File: config.mk
export PLATFORM = sky130hd
export DESIGN_NAME = fifo_chain
export DESIGN_NICKNAME = d
export VERILOG_FILES = /design/src/rtl/fifo_chain.sv
export SDC_FILE = /design/constraint.sdc
export NUM_CORES = 1
export LEC_CHECK = 0
export ABC_AREA = 1
export BUFFER_PORTS_ARGS = -buffer_cell sky130_fd_sc_hd__buf_2
export CAP_MARGIN = 20
export CELL_PAD_IN_SITES_DETAIL_PLACEMENT = 1
export CELL_PAD_IN_SITES_GLOBAL_PLACEMENT = 2
export CORE_MARGIN = 4
export CORE_UTILIZATION = 44
export DETAILED_ROUTE_END_ITERATION = 6
export MAX_ROUTING_LAYER = met4
export PLACE_DENSITY = 0.81
export RECOVER_POWER = 25
export SYNTH_ARGS = -nofsm -noshare
export SYNTH_HDL_FRONTEND = slang
export SYNTH_SLANG_ARGS = --single-unit
export TNS_END_PERCENT = 50
File: constraint.sdc
create_clock -name clk -period 4.9 [get_ports clk]
set_input_delay 0.245 -clock clk [delete_from_list [all_inputs] [get_ports clk]]
set_output_delay 0.245 -clock clk [all_outputs]
set_load 0.05 [all_outputs]
File: src/rtl/fifo_chain.sv
module fifo_chain #(
  parameter int N     = 3,
  parameter int DEPTH = 8,
  parameter int WIDTH = 9,
  localparam int AW = (DEPTH > 1) ? $clog2(DEPTH) : 1,
  localparam int CW = $clog2(DEPTH + 1),
  localparam int IW = (N > 1) ? $clog2(N) : 1
) (
  input  logic             clk,
  input  logic             rst_n,
  input  logic             solo,
  input  logic [IW-1:0]    first_slice,
  input  logic             wr_en,
  input  logic [WIDTH-1:0] wr_data,
  input  logic             rd_en,
  output logic [WIDTH-1:0] rd_data,
  output logic             empty_n,
  output logic             full_n,
  output logic [N-1:0]     slice_empty_n,
  output logic [N-1:0]     slice_full_n,
  output logic [N-1:0]     xo_wr,
  output logic [N-1:0]     xo_rd
);

  logic [N-1:0]     wtok, rtok, wgo, rgo, wlast, rlast;
  logic [WIDTH-1:0] slice_q [N];

  assign wgo   = {N{wr_en}} & wtok & slice_full_n;
  assign rgo   = {N{rd_en}} & rtok & slice_empty_n;
  assign xo_wr = wgo & wlast & {N{~solo}};
  assign xo_rd = rgo & rlast & {N{~solo}};

  assign empty_n = solo ? |(rtok & slice_empty_n) : |slice_empty_n;
  assign full_n  = solo ? |(wtok & slice_full_n)  : |slice_full_n;

  for (genvar i = 0; i < N; i++) begin : g_sl
    localparam int PV = (i + N - 1) % N;
    logic [WIDTH-1:0] mem [DEPTH];
    logic [AW-1:0]    wp, rp;
    logic [CW-1:0]    cnt;
    logic             wtk, rtk;

    assign wlast[i]         = (wp == AW'(DEPTH - 1));
    assign rlast[i]         = (rp == AW'(DEPTH - 1));
    assign slice_empty_n[i] = (cnt != '0);
    assign slice_full_n[i]  = (cnt != CW'(DEPTH));
    assign wtok[i]          = wtk;
    assign rtok[i]          = rtk;
    assign slice_q[i]       = mem[rp];

    always_ff @(posedge clk) begin
      if (!rst_n) begin
        wp  <= '0;
        rp  <= '0;
        cnt <= '0;
        wtk <= (first_slice == IW'(i));
        rtk <= (first_slice == IW'(i));
      end else begin
        if (wgo[i]) wp <= wlast[i] ? '0 : wp + 1'b1;
        if (rgo[i]) rp <= rlast[i] ? '0 : rp + 1'b1;
        cnt <= cnt + CW'(wgo[i]) - CW'(rgo[i]);
        if (xo_wr[PV])     wtk <= 1'b1;
        else if (xo_wr[i]) wtk <= 1'b0;
        if (xo_rd[PV])     rtk <= 1'b1;
        else if (xo_rd[i]) rtk <= 1'b0;
      end
    end

    always_ff @(posedge clk)
      if (wgo[i]) mem[wp] <= wr_data;
  end

  always_comb begin
    rd_data = '0;
    for (int i = 0; i < N; i++)
      if (rtok[i]) rd_data = rd_data | slice_q[i];
  end

endmodule

* After elaboration in Yosys (flattened, before gate mapping)
Memories as Yosys holds them, arrays and structs flattened. A register that Yosys moved wholly into a read port is not among the register bits.
Index checks and enable logic that the tools add are counted.
** Word-level totals
- Bits in registers :: 36
- Latch bits :: 0
- RAM bits :: 216
- Memory bits (read-only) :: 0
- Logic and storage cells :: 109
- Memories kept :: 3
** Operators by class
- $add $sub $neg :: 12
- $mul :: 0
- Div/mod/pow operators :: 0
- $lt $le $gt $ge :: 0
- Eq/ne operators :: 17
- Shift operators :: 0
- Muxes and demuxes :: 41
- Bitwise gates (word level) :: 13
- Reductions and logical operators :: 8
** Memory list
- g_sl[0].mem :: words 8, bits a word 9, read ports 1, clocked after memory_dff 1, write ports 1, line 38 : logic [WIDTH-1:0] mem [DEPTH];
- g_sl[1].mem :: words 8, bits a word 9, read ports 1, clocked after memory_dff 1, write ports 1, line 38
- g_sl[2].mem :: words 8, bits a word 9, read ports 1, clocked after memory_dff 1, write ports 1, line 38
** Operator list (count)
- two-way mux 3 bit :: 12
- bitwise AND 3 bit :: 10
- two-way mux 9 bit :: 3
- two-way mux 1 bit :: 26
- adder 3 x 1 -> 3 bit, second input constant :: 6
- == test 3 bit, second input constant :: 6
- inequality test 3 x 1 -> 1 bit, second input constant :: 6
- OR 9 bit :: 2
- adder 4 x 1 -> 4 bit :: 3
- inequality test 4 bit, second input constant :: 3
- nonzero test 4 bit :: 3
- OR reduction 3 bit :: 4
- subtractor 4 x 1 -> 4 bit :: 3
- == test 2 x 1 -> 1 bit, second input constant :: 1
- == test 2 bit, second input constant :: 1
- logical NOT 2 bit :: 1
- inverter 1 bit :: 1

* Depth between registers and ports, before layout
Gate-level depths: netlist of run 1.
- Word-level depth :: 7
- Gate-level depth with buffers :: 13
- Mapped depth without buffers :: 13

* Worst setup path after synthesis of run 1
No wires, ideal clock.
- Path type :: flip-flop to flip-flop
- Start point :: register g_sl[1].cnt[2]
- End point :: register g_sl[1].cnt[2]
- Library setup time :: 0.117 ns
- Arrival time :: 2.136 ns
- Data required time :: 4.783 ns
- Setup slack :: 2.647 ns
- Stages on the path, launching flop included :: 13
- Clock period less this slack :: 2.253 ns
- Cells stage by stage :: dfxtp_1 -> inv_1 -> ha_1 -> nand3_2 -> nand2_1 -> nor2_4 -> ha_1 -> inv_1 -> ha_1 -> inv_1 -> fa_1 -> xor2_1 -> nor2_1
** On the way
- Elaborated cells between the ends (all ways) :: 6
** RTL lines
- from (decl) :: line 40 : logic [CW-1:0] cnt;
- from (signal assigned) :: line 61 : cnt <= cnt + CW'(wgo[i]) - CW'(rgo[i]);
- nonzero test 4 bit :: line 45 : assign slice_empty_n[i] = (cnt != '0);
- named net slice_empty_n[1] :: line 19 : output logic [N-1:0] slice_empty_n,
- bitwise AND 3 bit :: line 29 : assign rgo = {N{rd_en}} & rtok & slice_empty_n;
- named net rgo[1] :: line 25 : logic [N-1:0] wtok, rtok, wgo, rgo, wlast, rlast;
- subtractor 4 x 1 -> 4 bit :: line 61
The timed path passes the listed nets, and every way through them passes these cells.
A chain may end at the register's enable or synchronous reset.

==> results of run 1 <==
critical path, stage by stage (launching register included):
cell and delay, ns:
dfxtp_1 0.69, inv_4 0.31, nand2_1 0.13, nand3_1 0.09, nand3_1 0.16, nand3_1 0.26
nand3_1 0.17, buf_2 0.27
layout by cell type, fill, tap and decap left out, types with 21 or more instances in the layout:
cell / count
nand2_1: 336
edfxtp_1: 222
inv_1: 189
nand3_1: 166
nor2_1: 64
dfxtp_1: 39
buf_2: 31
clkbuf_16: 29
ha_1: 28
o21ai_0: 21
power groups by stage:
stage               Clock [mW]  Sequential (mW)  Combinational, mW
finish                    2.21             2.65               1.44
global placement             0             2.69               1.44
CTS                       2.25             2.65               1.47
global route              2.36             2.67               1.63
detailed placement           0             2.69               1.46
floorplan                    0             2.62               1.12
layer usage:
metal	up-vias	global-route usage, %	routed length [microns]	part of all wire (%)
met5	-	-	0	0
met4	0	4.688	521	1.7
met3	38	2.634	1070	3.6
met2	120	35.83	14900	50
met1	3954	28.98	13540	45
li1	3856	-	-	-
logic make-up (layout without fill, tap and decap cells):
kind of cell | count (synthesis) | count (layout)
XOR/XNOR | 3 | 3
AND/OR/NAND/NOR | 585 | 585
flip-flops | 261 | 261
AO/OA/AOI/OAI | 44 | 44
buffers and inverters | 243 | 298
adder cells (fa/ha/maj) | 31 | 31
other | 0 | 1
cell type report:
type,instances,area [sq um]
Clock buffer,37,795.8
Inverter,202,760.7
Timing Repair Buffer,44,230.2
Sequential cell,261,7447
Clock inverter,15,178.9
Fill cell,2922,13040
Multi-Input combinational cell,663,3181
Tap cell,335,419.2
Antenna cell,1,2.502
through the flow:
stage / hold WS (ns) / util, % / instance area [sq um] / power [mW]
after floorplan: 0.3439 / - / 11630 / 3.739
after global placement: 0.4808 / 46.16 / 12030 / 4.129
after detailed placement: 0.4923 / 46.16 / 12030 / 4.155
after CTS: 0.04386 / 49.90 / 13000 / 6.378
after global routing: 0.06719 / 49.94 / 13010 / 6.657
final: 0.07863 / 49.94 / 13020 / 6.303
flip-flops by register name (all words and copies together) (netlist names), named ones only:
name      count
g_sl.mem    216
g_sl.cnt     12
g_sl.rp       9
g_sl.wp       9
g_sl.rtk      3
g_sl.wtk      3
path summary, 6_finish.rpt:
path	endpoint	cells past startpoint	slack (ns)
worst max-delay path	rd_data[3]	7	2.01
worst min-delay path	g_sl[1].rtk$_DFFE_PP_	3	0.08
worst max register to register	g_sl[0].mem[0][0]$_DFFE_PP_	7	2.50
worst min register to register	g_sl[2].wp[0]$_SDFFE_PN0P_	2	0.49
==> results.sh, run 1 <==
export IMPL_violations="max-capacitance violations, max-slew violations"
export IMPL_gr_total_overflow=0
export IMPL_core_area_sq_um=26060
export IMPL_synth_common_cells="336 x nand2_1, 222 x edfxtp_1, 189 x inv_1"
export IMPL_cts_tree="done"
export IMPL_grt_use_total_pct=21.62
export IMPL_report_final_slew_viol_count=25
export IMPL_clkLatencyLatePin_ns=0.53
export IMPL_cts_buffers_inserted=28
export IMPL_synth_edf_count=222
export IMPL_grt_pass1_wl_microns=47030
export IMPL_die_h_microns=170.6
export IMPL_place_gp_congestion=0.7330
export IMPL_p_switching_mw=2.017
export IMPL_setup_viol=0
export IMPL_yosys_area_top_type="edfxtp_1"
export IMPL_portBuffers=38
export IMPL_finClkSkew_ns=0.008276
export IMPL_critPathLaunchType="flip-flop"
export IMPL_vias_per_cell=5.114
export IMPL_cp_max_fo=36
export IMPL_synth_top_family_by_area="simple AND/OR/NAND/NOR gates"
export IMPL_cap_viol_max_count=1
export IMPL_ctsHoldBuffers=0
export IMPL_cellLeakagePower_nw=5.583
export IMPL_critPathRequiredTime_ns=4.66
export IMPL_power_density_nw_per_um2=484.3
export IMPL_clkSinkCount=261
export IMPL_ys_types=28
export IMPL_power_frac_comb_pct=22.9
export IMPL_place_ws_ns=2.427
export IMPL_async_flop_share_pct=0
export IMPL_netlist_area_leader_share_pct=57.34
export IMPL_worst_slack_ns=2.012
export IMPL_grt_max_degree=40
export IMPL_synth_area_per_cell_sq_um=9.962
export IMPL_synthTopCellsByArea="edfxtp_1 57%, nand2_1 11%, nand3_1 7.1%, dfxtp_1 6.7%, inv_1 6.1%"
export IMPL_tns_ns=0
export IMPL_die_x_microns=170.6
export IMPL_ys_ff_latch=261
export IMPL_p_int_mw=4.286
export IMPL_worst_pin_slew_ns=1.507
export IMPL_drive_above_1_share_pct=8.756
export IMPL_vias=7968
export IMPL_ys_seq_area_share_pct=64.06
export IMPL_finalCritPeriodShare_pct=58.95
export IMPL_syn_cell_area_sq_um=11630
export IMPL_max_freq_mhz=346.2
export IMPL_ctsResizeCount=0
export IMPL_cts_root_buffer="clkbuf_16"
export IMPL_grt_pass1_vias=8221
export IMPL_maxSlewHeadroom_pct=-0.4908
export IMPL_crit_arrival_ns=2.64
export IMPL_first_pass_iters=5
export IMPL_synth_xor_area_share_pct=0.2260
export IMPL_hpwlAfterDp_microns=19250
export IMPL_synth_simple_area_share_pct=21.48
export IMPL_p_seq_share_pct=42.0
export IMPL_antenna_found_initial=0
export IMPL_cp_end_kind="output port"
export IMPL_clk_pin_slew_ns=0.06
export IMPL_hp_start="first_slice[0]"
export IMPL_drtIter0Drc=625
export IMPL_ir_drop_uv=337.5
export IMPL_ant_nets=0
export IMPL_synth_compound_area_share_pct=2.120
export IMPL_syn_inst=1167
export IMPL_area_growth_pct=11.95
export IMPL_synthAdderAreaFrac_pct=3.530
export IMPL_h_tree_depth=1
export IMPL_row_count=59
export IMPL_synthMuxAreaShare_pct=0
export IMPL_finalHoldViolations=0
export IMPL_rsz0062_at_grt="no"
export IMPL_layoutNonFillerInstCount=1558
export IMPL_layout_min_cycle_time_ns=2.888
export IMPL_min_path_type="input pin to flip-flop"
export IMPL_syn_nets=1214
export IMPL_drcViolationCount=0
export IMPL_synth_most_common_cell="nand2_1"
export IMPL_post_cts_buffers=0
export IMPL_ys_warn_count=0
export IMPL_status="finished with violations"
export IMPL_finalNetCount=1247
export IMPL_synth_ff_type="edfxtp_1"
export IMPL_dp_cells=1503
export IMPL_wirelength_microns=30030
export IMPL_switching_share_pct=32.00
export IMPL_clkPwrFrac_pct=35.1
export IMPL_regToRegStartpoint="g_sl[0].cnt[2]$_SDFF_PN0_"
export IMPL_start_util_pct=44.62
export IMPL_dieArea_sq_um=29090
export IMPL_wl_per_cell_microns=19.28
export IMPL_clockBufferDepth=3
export IMPL_crit_type="flip-flop to output port"
export IMPL_io_pins=39
Power figures use the tool's default switching activity.
==> inputs of run 2 (changes only) <==
- ABC_AREA: 1 -> 0
- CORE_UTILIZATION: 44 -> 42
- PLACE_DENSITY: 0.81 -> 0.72
- clock period: 4.9 -> 2.4 ns (I/O delays scaled with it)
==> results.sh, run 2 <==
export IMPL_rrSetupSlack_ns=0.11
export IMPL_core_area_sq_um=25400
export IMPL_ys_warn_count=0
export IMPL_synth_common_cells="222 x edfxtp_1, 58 x mux2i_1, 39 x dfxtp_1"
export IMPL_reg_top3="g_sl.mem (216), g_sl.cnt (12)"
export IMPL_layout_min_cycle_time_ns=2.412
export IMPL_hp_start="rst_n"
export IMPL_synthTopCellsByArea="edfxtp_1 61%, dfxtp_1 7.2%, mux2i_1 5.3%, mux4_1 4.3%, ha_1 3.2%"
export IMPL_grt_use_total_pct=18.02
export IMPL_cp_end_kind="output port"
export IMPL_cts_buffers_inserted=28
export IMPL_ys_seq_area_share_pct=68.23
export IMPL_vias=6088
export IMPL_cap_viol_max_count=0
export IMPL_synth_ff_type="edfxtp_1"
export IMPL_diodes=0
export IMPL_wl_per_cell_microns=22.56
export IMPL_finalCritPeriodShare_pct=100.5
export IMPL_vias_per_cell=5.465
export IMPL_cts_root_buffer="clkbuf_16"
export IMPL_synth_most_common_cell="edfxtp_1"
export IMPL_violations="negative setup slack"
export IMPL_finClkSkew_ns=0.01769
export IMPL_synth_edf_count=222
export IMPL_mostFrequentLayoutCells="222 x edfxtp_1, 58 x mux2i_1, 51 x buf_4"
export IMPL_cp_max_fo=4
export IMPL_r2r_end="g_sl[1].cnt[2]$_SDFF_PN0_"
export IMPL_total_power_mw=12.58
export IMPL_setup_viol=2
export IMPL_clockBufferDepth=3
export IMPL_finalNetCount=810
export IMPL_hpwlAfterDp_microns=16640
export IMPL_ys_ff_latch=261
export IMPL_crit_chain="clkbuf_16 > mux4_2 > mux2_4 > nand2_4 > nand3_4 > buf_8"
export IMPL_regToRegStartpoint="g_sl[1].cnt[2]$_SDFF_PN0_"
export IMPL_clkSinkCount=261
export IMPL_cp_slowest_stage_delay_ns=0.54
export IMPL_dieArea_sq_um=28630
export IMPL_report_final_slew_viol_count=0
export IMPL_syn_nets=717
export IMPL_async_flop_share_pct=0
export IMPL_antenna_found_initial=0
export IMPL_min_path_type="input pin to flip-flop"
export IMPL_drive_above_1_share_pct=27.81
export IMPL_seqCellArea_sq_um=7456
export IMPL_netlist_area_leader_share_pct=61.08
export IMPL_crit_arrival_ns=2.29
export IMPL_clk_pin_slew_ns=0.06
export IMPL_portBuffers=38
export IMPL_synth_area_per_cell_sq_um=16.29
export IMPL_io_pins=39
export IMPL_first_pass_iters=4
export IMPL_syn_inst=670
export IMPL_yosys_area_top_type="edfxtp_1"
export IMPL_grt_pass1_wl_microns=38700
export IMPL_grt_pass1_vias=6589
export IMPL_rsz0062_at_grt="yes"
export IMPL_worst_pin_slew_ns=1.197
export IMPL_die_h_microns=169.2
export IMPL_multi_input_area_sq_um=3485
export IMPL_largest_reg_flops=216
export IMPL_critPathLaunchType="flip-flop"
export IMPL_drtIter0Drc=349
export IMPL_power_density_nw_per_um2=955.0
export IMPL_crit_type="flip-flop to output port"
export IMPL_h_tree_depth=1
export IMPL_place_gp_congestion=0.7938
export IMPL_holdPathStages=2
export IMPL_finalHoldViolations=0
export IMPL_cellLeakagePower_nw=4.446
export IMPL_worst_slack_ns=-0.01155
export IMPL_place_ws_ns=0.008967
export IMPL_ir_drop_uv=508.1
export IMPL_max_freq_mhz=414.7
export IMPL_status="finished with violations"
export IMPL_drcViolationCount=0
export IMPL_syn_cell_area_sq_um=10910
export IMPL_critPathRequiredTime_ns=2.28
export IMPL_clkLatencyLatePin_ns=0.54
export IMPL_maxSlewHeadroom_pct=20.22
export IMPL_cts_tree="done"
export IMPL_die_x_microns=169.2
export IMPL_area_growth_pct=20.72
export IMPL_final_common_cell="edfxtp_1"
export IMPL_top_register="g_sl.mem"
export IMPL_fin_util_pct=51.87
export IMPL_ant_nets=0
export IMPL_fill_cells=2422
export IMPL_wirelength_microns=25140
export IMPL_reg2regPathDepth=12
export IMPL_worst_path_buf_inv=2
export IMPL_cp_slowest_cell="mux4_2"
export IMPL_ys_types=43
export IMPL_start_util_pct=42.97
export IMPL_grt_max_degree=37
export IMPL_crit_family="multiplexers"
export IMPL_row_count=58
export IMPL_gr_total_overflow=0
run 2: cell types whose count changed in the layout (fill, tap and decap cells not counted), sizes merged, moves of 14 or more:
cell	delta
buf	+46
nor2b	+15
nand2	-301
mux2i	+58
inv	-181
nand3	-152
nor3	+15
mux4	+29
o22ai	+25
nor2	-52
o21ai	-14
a21boi	+16
run 2: area by class of cell:
type                    instances  share of cell area, %
clock buffers                  29                  5.347
clock inverters                22                  2.099
multi-input cells             361                  26.45
inverters                      17                 0.4843
repair buffers                 94                  5.897
well taps                     330                  3.134
flip-flops and latches        261                  56.59
run 2: logic make-up after synthesis:
family | count (synthesis) | synth area share [%]
simple gates | 157 | 8.197
buf+inv | 48 | 2.201
fa+ha+maj | 31 | 3.760
mux | 96 | 12.85
compound gates | 69 | 4.116
xor+xnor | 8 | 0.6420
flops | 261 | 68.23
run 2: power breakdown:
group          total (mW)  leakage [nW]  internal [mW]  switching [mW]
registers            5.31          2.33           5.15           0.164
logic                2.74          1.64           1.19            1.55
clock network        4.53         0.481           2.78            1.75
run 2: per-stage QoR:
stage | setup TNS [ns] | hold WS, ns | area (sq um) | cells
floorplan | -8.140 | 0.2189 | 10950 | 670
global placement | 0 | 0.4564 | 11700 | 1045
detailed placement | 0 | 0.4682 | 11700 | 1045
CTS | -0.2273 | 0.04108 | 12940 | 1101
global route | -0.4847 | 0.08315 | 13180 | 1114
finish | -0.02292 | 0.06238 | 13180 | 1114
run 2: metal layers:
metal  global-route usage, %  up-vias  share of wire [%]
met5                       -        -                  0
met4                   3.465        0                1.4
met3                   2.423       27                4.0
met2                   30.50      111                 51
met1                   23.74     3160                 43
li1                        -     2790                  -
run 2: what timing repair did:
item                                    in CTS  in global routing
hold buffers                                 2                  0
setup buffers                                2                 11
gates cloned                                 1                  1
endpoints found under the setup margin      12                 59
hold endpoints to repair                     4                  0
pin swaps                                    6                  7
gates resized for setup                     65                 36
run 2: worst max-delay path by stage:
| stage | slack [ns] | depth (start not counted) | endpoint | from |
|---|---|---|---|---|
| floorplan | -0.21 | 5 | g_sl[2].mem[0][0]$_DFFE_PP_ | g_sl[2].cnt[2]$_SDFF_PN0_ |
| global placement | 0.08 | 12 | g_sl[1].cnt[2]$_SDFF_PN0_ | g_sl[1].cnt[2]$_SDFF_PN0_ |
| detailed placement | 0.009 | 12 | g_sl[1].cnt[2]$_SDFF_PN0_ | g_sl[1].cnt[2]$_SDFF_PN0_ |
| CTS | -0.06 | 6 | rd_data[1] | flip-flop |
| global route | -0.1 | 6 | rd_data[2] | flip-flop |
| finish | -0.01 | 6 | rd_data[0] | flip-flop |
